--- src/rtl/rsc_pkg.sv ---
package rsc_pkg;

  // One coded output beat.
  typedef struct packed {
    logic tail;
    logic sys;
    logic par0;
    logic par1;
  } rsc_beat_t;

  localparam int unsigned RSC_BEAT_W = $bits(rsc_beat_t);

endpackage

--- src/rtl/rsc_core.sv ---
module rsc_core
  import rsc_pkg::*;
#(
  parameter int unsigned MEM     = 3,
  parameter logic [MEM-1:0] FB_MASK = 3'b110,
  parameter logic [MEM-1:0] P0_MASK = 3'b101,
  parameter logic [MEM-1:0] P1_MASK = 3'b111
) (
  input  logic           clk,
  input  logic           rst_n,
  input  logic           advance,
  input  logic           term_sel,
  input  logic           in_bit,
  output rsc_beat_t      beat,
  output logic [MEM-1:0] state
);

  // state[0] is the newest stage s1, state[MEM-1] the oldest.
  logic [MEM-1:0] state_q;
  logic [MEM-1:0] state_d;
  logic           fb_bit;
  logic           reg_in;
  logic           w_bit;

  assign fb_bit = ^(state_q & FB_MASK);
  assign reg_in = term_sel ? fb_bit : in_bit;
  assign w_bit  = reg_in ^ fb_bit;

  always_comb begin
    beat.tail = term_sel;
    beat.sys  = reg_in;
    beat.par0 = w_bit ^ (^(state_q & P0_MASK));
    beat.par1 = w_bit ^ (^(state_q & P1_MASK));
  end

  generate
    if (MEM > 1) begin : g_shift
      assign state_d = {state_q[MEM-2:0], w_bit};
    end else begin : g_single
      assign state_d = w_bit;
    end
  endgenerate

  always_ff @(posedge clk or negedge rst_n) begin
    if (!rst_n) begin
      state_q <= '0;
    end else if (advance) begin
      state_q <= state_d;
    end
  end

  assign state = state_q;

endmodule

--- src/rtl/rsc_tail_ctl.sv ---
module rsc_tail_ctl #(
  parameter int unsigned MEM = 3
) (
  input  logic clk,
  input  logic rst_n,
  input  logic en,
  input  logic term_go,
  input  logic tail_fire,
  output logic tail_active
);

  localparam int unsigned CW = $clog2(MEM + 1);

  logic [CW-1:0] left_q;

  assign tail_active = (left_q != '0);

  always_ff @(posedge clk or negedge rst_n) begin
    if (!rst_n) begin
      left_q <= '0;
    end else if (!tail_active) begin
      if (en && term_go) begin
        left_q <= CW'(MEM);
      end
    end else if (tail_fire) begin
      left_q <= left_q - 1'b1;
    end
  end

endmodule

--- src/rtl/rsc_out_reg.sv ---
module rsc_out_reg
  import rsc_pkg::*;
(
  input  logic      clk,
  input  logic      rst_n,
  input  logic      en,
  input  logic      load,
  input  rsc_beat_t beat_in,
  input  logic      out_ready,
  output logic      space,
  output logic      out_valid,
  output rsc_beat_t beat_out
);

  logic      valid_q;
  rsc_beat_t beat_q;
  logic      pop;

  assign pop   = valid_q && out_ready && en;
  assign space = !valid_q || pop;

  always_ff @(posedge clk or negedge rst_n) begin
    if (!rst_n) begin
      valid_q <= 1'b0;
      beat_q  <= '0;
    end else if (load) begin
      valid_q <= 1'b1;
      beat_q  <= beat_in;
    end else if (pop) begin
      valid_q <= 1'b0;
    end
  end

  assign out_valid = en && valid_q;
  assign beat_out  = en ? beat_q : '0;

endmodule

--- src/rtl/rsc_encoder.sv ---
module rsc_encoder
  import rsc_pkg::*;
#(
  parameter int unsigned MEM     = 3,
  parameter logic [MEM-1:0] FB_MASK = 3'b110,
  parameter logic [MEM-1:0] P0_MASK = 3'b101,
  parameter logic [MEM-1:0] P1_MASK = 3'b111
) (
  input  logic clk,
  input  logic rst_n,
  input  logic en,
  input  logic term_go,
  input  logic in_valid,
  output logic in_ready,
  input  logic in_bit,
  output logic out_valid,
  input  logic out_ready,
  output logic out_sys,
  output logic out_par0,
  output logic out_par1,
  output logic out_tail
);

  logic           tail_active;
  logic           tail_fire;
  logic           data_fire;
  logic           space;
  logic           advance;
  logic [MEM-1:0] enc_state;
  rsc_beat_t      beat_c;
  rsc_beat_t      beat_o;

  assign in_ready  = en && !tail_active && !term_go && space;
  assign data_fire = in_valid && in_ready;
  assign tail_fire = tail_active && en && space;
  assign advance   = data_fire || tail_fire;

  rsc_tail_ctl #(.MEM(MEM)) u_tail (
    .clk         (clk),
    .rst_n       (rst_n),
    .en          (en),
    .term_go     (term_go),
    .tail_fire   (tail_fire),
    .tail_active (tail_active)
  );

  rsc_core #(
    .MEM     (MEM),
    .FB_MASK (FB_MASK),
    .P0_MASK (P0_MASK),
    .P1_MASK (P1_MASK)
  ) u_core (
    .clk      (clk),
    .rst_n    (rst_n),
    .advance  (advance),
    .term_sel (tail_active),
    .in_bit   (in_bit),
    .beat     (beat_c),
    .state    (enc_state)
  );

  rsc_out_reg u_out (
    .clk       (clk),
    .rst_n     (rst_n),
    .en        (en),
    .load      (advance),
    .beat_in   (beat_c),
    .out_ready (out_ready),
    .space     (space),
    .out_valid (out_valid),
    .beat_out  (beat_o)
  );

  assign out_sys  = beat_o.sys;
  assign out_par0 = beat_o.par0;
  assign out_par1 = beat_o.par1;
  assign out_tail = beat_o.tail;

endmodule

--- config.mk ---
export PLATFORM = sky130hd
export DESIGN_NAME = rsc_encoder
export DESIGN_NICKNAME = d
export VERILOG_FILES = /design/src/rtl/rsc_pkg.sv /design/src/rtl/rsc_core.sv /design/src/rtl/rsc_tail_ctl.sv /design/src/rtl/rsc_out_reg.sv /design/src/rtl/rsc_encoder.sv
export SDC_FILE = /design/constraint.sdc
export NUM_CORES = 1
export LEC_CHECK = 0
export BUFFER_PORTS_ARGS = -buffer_cell sky130_fd_sc_hd__buf_2
export CORE_AREA = 10 10 47 49
export CTS_CLUSTER_SIZE = 16
export DETAILED_ROUTE_END_ITERATION = 8
export DIE_AREA = 0 0 57 59
export GPL_ROUTABILITY_DRIVEN = 0
export PLACE_DENSITY = 0.63
export SLEW_MARGIN = 40
export SYNTH_ARGS = -nofsm -noshare
export SYNTH_HDL_FRONTEND = slang
export SYNTH_HIERARCHICAL = 1
export SYNTH_SLANG_ARGS = --single-unit
export TNS_END_PERCENT = 30
--- constraint.sdc ---
create_clock -name clk -period 2.5 [get_ports clk]
set_clock_uncertainty 0.2 [all_clocks]
set_input_delay 0.25 -clock clk [delete_from_list [all_inputs] [get_ports clk]]
set_output_delay 0.25 -clock clk [all_outputs]
set_load 0.005 [all_outputs]
-- After elaboration in Yosys (flattened, before gate mapping)
Cells that the tools add are included.
- bits in registers: 10
- logic and storage cells: 41
- eq/ne operators: 1
- reductions and logical operators: 22
- muxes and demuxes: 7
- add/sub/neg operators: 1
- bitwise logic cells: 3
- operators by type and width (cell ; count):
    logical AND 1 bit ; 10
    XOR reduction 3 bit ; 3
    two-way mux 2 bit ; 3
    nonzero test 2 bit ; 3
    two-way mux 4 bit ; 1
    zero test 1 bit ; 3
    two-way mux 1 bit ; 3
    XOR 1 bit ; 3
    logical OR 1 bit ; 2
    inequality test 2 x 1 -> 1 bit (second input constant) ; 1
    AND reduction 2 bit ; 1
    subtractor 2 x 1 -> 2 bit (second input constant) ; 1

-- Depth between registers and ports, before layout
Gate-level depths: netlist of run 1.
- depth after elaboration: 8
- depth in mapped cells: 8
- depth with buffers taken out: 8

-- Cells and area by module
Netlist of run 1, hierarchy kept.
- by module, submodules not included (module ; cells an instance ; seq. area each (µm²) ; area an instance (µm²) ; times used):
    rsc_out_reg ; 17 ; 125.1 ; 216.5 ; 1
    rsc_core ; 19 ; 75.1 ; 193.9 ; 1
    rsc_tail_ctl ; 10 ; 50.0 ; 115.1 ; 1
    rsc_encoder ; 6 ; 0.0 ; 31.3 ; 1

-- Worst setup path after synthesis of run 1
No wires, ideal clock.
- kind: reg2reg
- start point: register u_tail.left_q[0]
- end point: register u_core.state_q[1] (netlist: u_core/state[1])
- path buffers: 0
- data arrival time: 1.536 ns
- cell stages (with the launch flop): 7
- slack: 0.639 ns
- cells stage by stage: dfrtp_1 -> inv_1 -> ha_1 -> inv_1 -> inv_1 -> a21oi_2 -> mux2_2
- word-level cells in the longest chain between the ends: 7
- elaborated cells between the ends (all ways): 9
- those cells by class: reduce/logical: 9
- RTL lines (what ; RTL line ; source):
    from (decl) ; rsc_tail_ctl.sv:14 ; logic [CW-1:0] left_q;
    from (signal assigned) ; rsc_tail_ctl.sv:23 ; left_q <= CW'(MEM);
    from (signal assigned) ; rsc_tail_ctl.sv:26 ; left_q <= left_q - 1'b1;
    nonzero test 2 bit (*) ; rsc_tail_ctl.sv:16 ; assign tail_active = (left_q != '0);
    net tail_active ; rsc_encoder.sv:24 ; logic tail_active;
    zero test 1 bit ; - ;
    logical AND 1 bit (3 in series) ; rsc_encoder.sv:33 ; assign in_ready = en && !tail_active && !term_go && space;
    logical AND 1 bit ; rsc_encoder.sv:34 ; assign data_fire = in_valid && in_ready;
    logical OR 1 bit (*) ; rsc_encoder.sv:36 ; assign advance = data_fire || tail_fire;
    net advance ; rsc_encoder.sv:28 ; logic advance;
    to (signal assigned) ; rsc_core.sv:48 ; state_q <= state_d;
    to (decl) ; rsc_core.sv:19 ; logic [MEM-1:0] state_q;
The timed path passes the listed nets; every way through them passes the cells marked *.
A chain may end at the register's enable or synchronous reset.

-- Final worst setup path of run 1
- start point: register u_tail.left_q[0]
- end point: register u_out/beat_q[1] in the netlist's numbering
- word-level cells in the longest chain between the ends: 7
- elaborated cells between the ends (all ways): 12
- those cells by class: mux: 1; bitwise: 2; reduce/logical: 9
- RTL lines (what ; RTL line ; source):
    nonzero test 2 bit (*) ; rsc_tail_ctl.sv:16 ;
    net tail_active ; rsc_encoder.sv:24 ;
    zero test 1 bit ; - ;
    logical AND 1 bit (3 in series) ; rsc_encoder.sv:33 ;
    logical AND 1 bit ; rsc_encoder.sv:34 ;
    logical OR 1 bit (*) ; rsc_encoder.sv:36 ;
    net advance ; rsc_encoder.sv:28 ;
    to (signal assigned) ; rsc_out_reg.sv:28 ; beat_q <= beat_in;
    to (decl) ; rsc_out_reg.sv:16 ; rsc_beat_t beat_q;
Marks and branches as above.

==> impl_results.md, run 1 <==
* Status: completed
* Number of global-route vias before repair at 485
* Worst Tran Pin Value at between 0.4 and 0.5 ns
* Yosys warnings at 6
* CTS Hold Bufs at 1
* Worst Hold Class: input pin to flop
* Ant diodes at 0
* Port Buffers at 12
* Worst-Skew Late Latency at 0.27 ns
* Hold endpoint: u_out/valid_q$_DFFE_PN0P_
* Setup CP Type: flop to flop
* Largest cells by area after synthesis: dfrtp_1 (45%), mux2_1 (8.1%), xnor2_1 (6.3%), and2_1 (5.6%), mux2_2 (4.0%)
* Via count at ~400
* Synth area leader: dfrtp_1
* Pwr dens at ~1200 nW/µm²
* Die area at 3360 µm²
* Initial drt markers at 3
* Synthesized area per cell at 10.7 µm²
* Min Tclk post-route at 2.06 ns
* Final hold violation count at 0
* Clock Sinks at 10
* Fmax at 0.486 GHz
* Post-CTS sizing at 0
* Max Root-Sink Buffers at 2
* Share of layout cells above drive strength 1 at 0.328
* Yosys top cell area share at 0.449
* Worst EP arrival at 2.00 ns
* Hold Startpoint: out_ready
* Fin. max-slew vios at 0
* Die width at ~57 µm
* Root Driver: clkbuf_4
* Final WL at ~1000 µm
* Peak fanout along the critical path at 10
* Asr flop ratio synth at 1.00
* Area grow syn2layout at 20.0%
* Hold Slack at 0.0914 ns
* Pin count of the biggest net entering global routing at 11
* DRT Pass-1 Iters at 2
* Post-route clock period utilization at 0.823
* Vias per cell at approximately 4.8
* Post-synth net total at 60
* Synthesized cell area at about 560 µm²
* Primary FF master, synth: dfrtp_1
* Post-synth EDFFs at 0
* H-tree lvl count at 1
* RSZ-0062 raised after global routing: false
* Setup_tns at 0 ns
* Cells after Synth at between 50 and 60
* Sequential fraction of the synthesis area at 0.449
* Unique masters post-synth at 20
* Synth cell count leaders: dfrtp_1 (10), and2_1 (5), inv_1 (5), nand2_1 (5)
* Global-route wire length before repair at 2070 µm
* Lkg Pwr at between 0.3 and 0.4 nW
* Setup slack, reg-to-reg at 0.44 ns
* Nets at 76
* Crit start category: flop
* Final Setup Violations at 0
* Post-DP HPWL at 783 µm
* Number of routed nets with antenna violations at 0
* Yosys reg bits at 10
* Core Rows at 14
* Die H at 59 µm
* TritonCTS buffer count at 3
* Number of setup buffers added after CTS at 0
* Clock-pin transition on the worst setup and hold timing paths at 0.07 ns
* DRC at 0
* Most common cell in the netlist: dfrtp_1
* Worst Path Required at 2.45 ns
* Hold depth at 3
* Std-Cell Core Area at 1400 µm²
* Antenna violations before repair at 0
* CTS tree: built
* VDD IR max at 0.000517 V
* Routed wire per std cell at 12.1 µm
* Tot GR Track Use at 0.0754
* Kind of end point of the critical path: flop
* FF-to-FF path depth at 6
* Starting Density at 0.397
* RR Endpoint: u_out/beat_q[1]$_DFFE_PN0P_
* Max Cap Viol at 0
* Worst R2R Start: u_tail/left_q[0]$_DFFE_PN0P_
* I/O Pins at 13
* Max-slew headroom at 0.674
* Grt total ovfl at 0
-- layout by cell type, fill, tap and decap left out, types with 2 or more instances in the layout --
| cell | netlist | final |
|---|---|---|
| mux2_1 | 4 | 4 |
| xnor2_1 | 4 | 4 |
| and2_1 | 5 | 5 |
| buf_2 | 0 | 12 |
| dfrtp_1 | 10 | 10 |
| mux2_2 | 2 | 2 |
| a21oi_2 | 2 | 2 |
| nor2_1 | 2 | 2 |
| clkbuf_4 | 0 | 3 |
| mux2i_1 | 2 | 2 |
| nand2_1 | 5 | 5 |
| inv_1 | 5 | 5 |
-- through the flow --
stage | setup slack, ns | instances | power, W | area (µm²) | util
final | 0.442 | 83 | 0.000772 | 668 | 0.477
after floorplan | 0.639 | 52 | 0.000581 | 557 | -
after CTS | 0.459 | 83 | 0.000786 | 668 | 0.477
after detailed placement | 0.467 | 78 | 0.000631 | 622 | 0.444
after global routing | 0.298 | 83 | 0.000855 | 668 | 0.477
after global placement | 0.478 | 78 | 0.000624 | 622 | 0.444
-- critical path, stage by stage, from the launching register on --
cell and delay, ns:
dfrtp_1 0.32, inv_1 0.05, ha_1 0.23, inv_1 0.21, inv_1 0.10, a21oi_2 0.43, mux2_1 0.39
-- state kept, by name, summed over array words and instances (netlist names) --
name and flops:
u_out/beat_q 4, u_tail/left_q 2, u_core/state 3, u_out/valid_q 1
-- metal layers --
layer	up-vias	part of all wire	global-route usage
li1	202	-	-
met1	189	0.48	0.0827
met2	9	0.46	0.121
met3	2	0.057	0.0322
met4	0	0.0090	0.0403
met5	-	0	0
-- how the worst max path moves through the flow --
| stage | from | to | slack (ns) | cells after the start |
|---|---|---|---|---|
| finish | u_tail/left_q[0]$_DFFE_PN0P_ | u_out/beat_q[1]$_DFFE_PN0P_ | 0.44 | 6 |
| detailed placement | u_tail/left_q[0]$_DFFE_PN0P_ | u_core/state[2]$_DFFE_PN0P_ | 0.47 | 6 |
| global placement | u_tail/left_q[0]$_DFFE_PN0P_ | u_core/state[2]$_DFFE_PN0P_ | 0.48 | 6 |
| floorplan | u_tail/left_q[0]$_DFFE_PN0P_ | u_core/state[1]$_DFFE_PN0P_ | 0.64 | 6 |
| global route | u_tail/left_q[0]$_DFFE_PN0P_ | u_out/beat_q[1]$_DFFE_PN0P_ | 0.30 | 6 |
| CTS | u_tail/left_q[0]$_DFFE_PN0P_ | u_core/state[2]$_DFFE_PN0P_ | 0.46 | 6 |
-- kinds of logic (layout without fill, tap and decap cells) --
kind of cell,after synthesis,after routing,share of synthesized area
buffers and inverters,7,22,0.0607
AO/OA/AOI/OAI,6,6,0.0921
flip-flops,10,10,0.449
adder cells (fa/ha/maj),1,1,0.0225
AND/OR/NAND/NOR,16,16,0.155
XOR/XNOR,4,4,0.0629
multiplexers,8,8,0.157
-- area by class of cell --
type,count,area [µm²]
Timing Repair Buffer,13,70.1
Multi-Input combinational cell,35,273
Fill cell,141,733
Tap cell,16,20.0
Sequential cell,10,250
Inverter,5,18.8
Clock buffer,4,36.3
-- report_power, final --
| group | total (W) | switching (W) | internal [W] |
|---|---|---|---|
| clock network | 0.000147 | 0.0000586 | 0.0000884 |
| registers | 0.000275 | 0.0000363 | 0.000239 |
| logic | 0.000350 | 0.000173 | 0.000177 |
Note: power is estimated with default switching activity, not from simulation.
==> run 2, diff against run 1 <==
- PLACE_DENSITY: 0.63 -> 0.65
- clock period: 2.5 -> 1.87 ns (I/O delays scaled with it)
==> impl_results.md, run 2 (synthesis gave the netlist of run 1 again) <==
* Min Tclk post-route at 1.70 ns (-0.361 ns)
* Pin count of the biggest net entering global routing at 11 (unchanged)
* Pwr dens at 1510 nW/µm² (+30%)
* Port Buffers at 12 (unchanged)
* Global-route wire length before repair at 1780 µm (-14%)
* Die area at 3360 µm² (unchanged)
* Max Cap Viol at 0 (unchanged)
* Max Root-Sink Buffers at 2 (unchanged)
* Max reg flops at 4 (unchanged)
* Setup CP Type: flop to flop
* Setup_tns at 0 ns (unchanged)
* Hold depth at 3 (unchanged)
* Via count at 406 (+1.0%)
* Total Power at 0.00102 W (+32%)
* Setup slack, reg-to-reg at 0.17 ns (-0.27 ns)
* CP most frequent cell: inv_1
* RSZ-0062 raised after global routing: false
* Initial drt markers at 0 (-3)
* TritonCTS buffer count at 3 (unchanged)
* Peak fanout along the critical path at 10 (unchanged)
* VDD IR max at 0.000689 V (+33%)
* Number of routed nets with antenna violations at 0 (unchanged)
* Post-DP HPWL at 812 µm (+3.8%)
* Final hold violation count at 0 (unchanged)
* Worst R2R Start: u_tail/left_q[0]$_DFFE_PN0P_
* Std-Cell Core Area at 1400 µm² (unchanged)
* Clock Sinks at 10 (unchanged)
* DRC at 0 (unchanged)
* Area grow syn2layout at 21.6%
* Die H at 59 µm (unchanged)
* RR Endpoint: u_core/state[1]$_DFFE_PN0P_
* Fillers at 146 (+3.5%)
* Ant diodes at 0 (unchanged)
* Share of layout cells above drive strength 1 at 0.362 (+0.0340)
* Worst-Skew Late Latency at 0.26 ns (about the same)
* Sequential cell area at 250 µm² (unchanged)
* FF-to-FF path depth at 7 (+1)
* Worst EP arrival at 1.64 ns (-0.36 ns)
* Antenna violations before repair at 0 (unchanged)
* Critical path's largest stage delay at 0.35 ns (-0.08 ns)
* Number of global-route vias before repair at 431 (-11%)
* Max-slew headroom at 0.805 (+0.131)
* Root Driver: clkbuf_4
* Tot GR Track Use at 0.0662 (-0.00924)
* CP Cell Sequence: inv_1 -> ha_1 -> inv_2 -> inv_1 -> a21oi_2 -> buf_4 -> mux2_2
* Worst Tran Pin Value at 0.290 ns (-0.199 ns)
* Lkg Pwr at 0.337 nW (+2.2%)
* Hold endpoint: u_out/valid_q$_DFFE_PN0P_
* Vias per cell at 4.78 (-1.4%)
* Worst Path Required at 1.82 ns (-0.63 ns)
* Final Setup Violations at 0 (unchanged)
* Most frequent cells in the layout: buf_2 (12), dfrtp_1 (10), nand2_1 (5), and2_1 (5)
* Area of the multi-input gates at 273 µm² (unchanged)
* Crit start category: flop
* Status: completed
* Delay-heaviest family, CP: buffers and inverters
* Final WL at 990 µm (-1.4%)
* Die width at 57 µm (unchanged)
* Biggest register: u_out/beat_q
* CTS tree: built
* DRT Pass-1 Iters at 1 (-1)
* Worst Hold Class: input pin to flop
* Routed wire per std cell at 11.6 µm (-3.7%)
* Buf+Inv Stages, Crit Path at 4 (+1)
* Starting Density at 0.397 (unchanged)
* Crit-path slowest cell: mux2_2
* Post-route clock period utilization at 0.907 (+0.0842)
* I/O Pins at 13 (unchanged)
* Clock-pin transition on the worst setup and hold timing paths at 0.06 ns (about the same)
* Fin. max-slew vios at 0 (unchanged)
* Kind of end point of the critical path: flop
* Grt total ovfl at 0 (unchanged)
* Fmax at 0.589 GHz (+21%)
* H-tree lvl count at 1 (unchanged)
* Nets at 79 (+3.9%)
* Core Rows at 14 (unchanged)
* Most common cell after layout, fill and taps aside: buf_2
* Hold Startpoint: out_ready
==> run 2: changes by cell type in the layout (fill, tap and decap cells not counted) <==
cell      change
o21ai_1       +1
inv_2         +1
inv_1         -1
clkbuf_8      -1
o21ai_0       -1
buf_4         +3
==> run 2: through the flow <==
stage	instances	area (µm²)	worst slack, ns	hold slack [ns]	utilization
final	85	677	0.173	0.0349	0.483
after global routing	85	677	0.0692	0.0552	0.483
after CTS	85	677	0.0954	0.0341	0.483
after detailed placement	81	644	0.104	-0.141	0.460
after global placement	81	644	0.153	-0.142	0.460
after floorplan	52	557	0.00891	-0.309	-
==> run 2: final cells by class <==
class / instances / area share
Timing Repair Buffer: 16 / 0.137
Sequential cell: 10 / 0.370
Multi-Input combinational cell: 35 / 0.403
Tap cell: 16 / 0.0296
Clock buffer: 3 / 0.0333
Inverter: 5 / 0.0277
==> run 2: worst max-delay path by stage <==
| stage | from | endpoint | slack (ns) | cells past startpoint |
|---|---|---|---|---|
| after CTS | u_tail/left_q[0]$_DFFE_PN0P_ | u_out/beat_q[1]$_DFFE_PN0P_ | 0.1 | 7 |
| after detailed placement | u_tail/left_q[0]$_DFFE_PN0P_ | u_out/beat_q[1]$_DFFE_PN0P_ | 0.10 | 7 |
| after global routing | u_tail/left_q[1]$_DFFE_PN0P_ | u_core/state[1]$_DFFE_PN0P_ | 0.07 | 7 |
| after global placement | u_tail/left_q[0]$_DFFE_PN0P_ | u_core/state[1]$_DFFE_PN0P_ | 0.15 | 7 |
| final | u_tail/left_q[0]$_DFFE_PN0P_ | u_core/state[1]$_DFFE_PN0P_ | 0.17 | 7 |
| after floorplan | u_tail/left_q[0]$_DFFE_PN0P_ | u_core/state[1]$_DFFE_PN0P_ | 0.009 | 6 |
==> run 2: worst min-delay path: stages <==
cell     delay, ns
buf_2         0.10
nand2_1       0.07
a21o_1        0.11
==> run 2: timing repair <==
| item | in CTS | in global routing |
|---|---|---|
| hold buffers | 1 | 0 |
| endpoints found under the hold margin | 10 | 0 |
| gates resized for setup | 0 | 2 |
| setup buffers | 0 | 0 |
| endpoints found under the setup margin | 0 | 2 |
==> run 2: where the power goes <==
group	leakage [nW]	total (W)	switching [W]	internal [W]
clock	0.0138	0.000142	0.0000678	0.0000741
combinational	0.201	0.000508	0.000239	0.000270
sequential	0.122	0.000368	0.0000490	0.000319
==> run 2: layer usage <==
metal / GRT usage / vias to the layer above / wire (µm)
li1: - / 206 / -
met5: 0 / - / 0
met3: 0.0322 / 2 / 68
met4: 0.0403 / 0 / 16
met2: 0.104 / 8 / 471
met1: 0.0703 / 190 / 433
==> run 3, diff against run 2 <==
- PLACE_DENSITY: 0.65 -> 0.63
- clock period: 1.87 -> 1.6 ns (I/O delays scaled with it)
==> impl_results.md, run 3 (synthesis gave the netlist of run 1 again) <==
* I/O Pins at 13 (unchanged)
* Area of the multi-input gates at 334 µm² (+22%)
* Lkg Pwr at 0.411 nW (+22%)
* Core Rows at 14 (unchanged)
* Nets at 88 (+11%)
* H-tree lvl count at 1 (unchanged)
* RSZ-0062 raised after global routing: true
* Final cell count without fillers at 95 (+12%)
* Die H at 59 µm (unchanged)
* TritonCTS buffer count at 3 (unchanged)
* Final WL at 1210 µm (+22%)
* Post-route clock period utilization at 1.02
* Setup slack, reg-to-reg at 0.03 ns (-0.14 ns)
* RR Endpoint: u_out/beat_q[1]$_DFFE_PN0P_
* Die width at 57 µm (unchanged)
* Sequential cell area at 250 µm² (unchanged)
* Std-Cell Core Area at 1400 µm² (unchanged)
* Kind of end point of the critical path: primary output
* Hold endpoint: u_out/valid_q$_DFFE_PN0P_
* Number of routed nets with antenna violations at 0 (unchanged)
* Fin worst setup slack at -0.0251 ns (-0.198 ns)
* FF-to-FF path depth at 8 (+1)
* VDD IR max at 0.000886 V (+28%)
* Fillers at 130 (-11%)
* Hold Startpoint: out_ready
* Fmax at 0.615 GHz
* Failing checks: setup timing
* Routed wire per std cell at 12.7 µm (+9.4%)
* DP Cell Count at 85 (+4.9%)
* Most frequent cells in the layout: buf_2 (12), buf_4 (10), dfrtp_1 (10)
* Global-route wire length before repair at 2100 µm (+18%)
* CTS tree: built
* Fin. max-slew vios at 0 (unchanged)
* Ant diodes at 0 (unchanged)
* Via count at 445 (+9.6%)
* Max Root-Sink Buffers at 2 (unchanged)
* Setup CP Type: flop to primary output
* Die area at 3360 µm² (unchanged)
* Min Tclk post-route at approximately 1.6 ns
* DRC at 0 (unchanged)
* Worst Path Required at 1.24 ns (-0.58 ns)
* Worst EP arrival at 1.27 ns (-0.37 ns)
* Clock-pin transition on the worst setup and hold timing paths at 0.07 ns (about the same)
* Most common cell after layout, fill and taps aside: buf_2
* Vias per cell at 4.68 (-1.9%)
* Crit start category: flop
* Max Cap Viol at 0 (unchanged)
* Total Power at 0.00163 W (+60%)
* Final Setup Violations at 1 (+1)
* Number of global-route vias before repair at 458 (+6.3%)
* Antenna violations before repair at 0 (unchanged)
* Share of layout cells above drive strength 1 at 0.557 (+0.195)
* Pwr dens at 1940 nW/µm² (+29%)
* Worst-Skew Late Latency at 0.26 ns (about the same)
* Max reg flops at 4 (unchanged)
* Hold depth at 3 (unchanged)
* Tot GR Track Use at 0.0814 (+0.0153)
* Pin count of the biggest net entering global routing at 11 (unchanged)
* Post-DP HPWL at 914 µm (+13%)
* Setup_tns at -0.0251 ns (-0.0251 ns)
* DRT Pass-1 Iters at 2 (+1)
* Area grow syn2layout at 51.5%
* Worst Hold Class: input pin to flop
* Final hold violation count at 0 (unchanged)
* Worst Tran Pin Value at 0.239 ns (-0.0505 ns)
* Starting Density at 0.397 (unchanged)
* Grt total ovfl at 0 (unchanged)
* Max-slew headroom at 0.839 (+0.0339)
* Clock Sinks at 10 (unchanged)
* Peak fanout along the critical path at 5 (-5)
* Port Buffers at 12 (unchanged)
* Worst R2R Start: u_tail/left_q[1]$_DFFE_PN0P_
* Initial drt markers at 1 (+1)
* Root Driver: clkbuf_4
* Status: finished with violations
* Biggest register: u_out/beat_q
-- run 3: cell count changes in the layout (fill, tap and decap cells not counted), sizes merged --
cell	previous run	this run
clkbuf	3	4
buf	15	24
-- run 3: critical path, cell delays in order (launching register included) --
cell and delay [ns]:
dfrtp_1 0.37, inv_2 0.08, ha_4 0.16, inv_6 0.04, buf_6 0.11, nor3_2 0.13, buf_2 0.13
-- run 3: layout make-up --
type                    count  share of cell area
inverters                   5              0.0312
clock buffers               4              0.0430
repair buffers             25               0.209
flip-flops and latches     10               0.297
well taps                  16              0.0237
multi-input cells          35               0.396
-- run 3: stage by stage --
| stage | hold slack [ns] | worst slack [ns] | instance area, µm² | utilization |
|---|---|---|---|---|
| finish | 0.0118 | -0.0251 | 843 | 0.602 |
| global route | 0.0220 | -0.129 | 843 | 0.602 |
| CTS | 0.0154 | -0.0566 | 822 | 0.587 |
| detailed placement | -0.165 | -0.0643 | 722 | 0.515 |
| global placement | -0.166 | -0.0459 | 722 | 0.515 |
| floorplan | -0.336 | -0.00582 | 604 | - |
-- run 3: repair_timing --
action / CTS / global route
setup endpoints to repair: 8 / 4
setup buffers: 4 / 1
hold buffers: 1 / 0
hold endpoints to repair: 10 / 0
resized for setup: 4 / 2
pin swaps: 3 / 1
-- run 3: worst max-delay path by stage --
stage	start	to	slack, ns	depth (start not counted)
detailed placement	u_tail/left_q[1]$_DFFE_PN0P_	u_core/state[0]$_DFFE_PN0P_	-0.06	8
global placement	u_tail/left_q[0]$_DFFE_PN0P_	u_core/state[0]$_DFFE_PN0P_	-0.05	8
finish	u_tail/left_q[1]$_DFFE_PN0P_	in_ready	-0.03	6
global route	u_tail/left_q[1]$_DFFE_PN0P_	in_ready	-0.13	6
floorplan	u_tail/left_q[0]$_DFFE_PN0P_	u_core/state[1]$_DFFE_PN0P_	-0.006	6
CTS	u_tail/left_q[0]$_DFFE_PN0P_	in_ready	-0.06	6
-- run 3: power by group --
group | internal [W] | switching [W]
registers | 0.000374 | 0.0000757
logic | 0.000582 | 0.000376
clock network | 0.000138 | 0.0000867
total | 0.00109 | 0.000538
-- run 3: metal layers --
| metal | GRT usage | vias to the layer above | wire [µm] |
|---|---|---|---|
| li1 | - | 227 | - |
| met3 | 0.0300 | 2 | 66 |
| met4 | 0.0805 | 0 | 27 |
| met2 | 0.116 | 8 | 583 |
| met5 | 0 | - | 0 |
| met1 | 0.0899 | 208 | 533 |
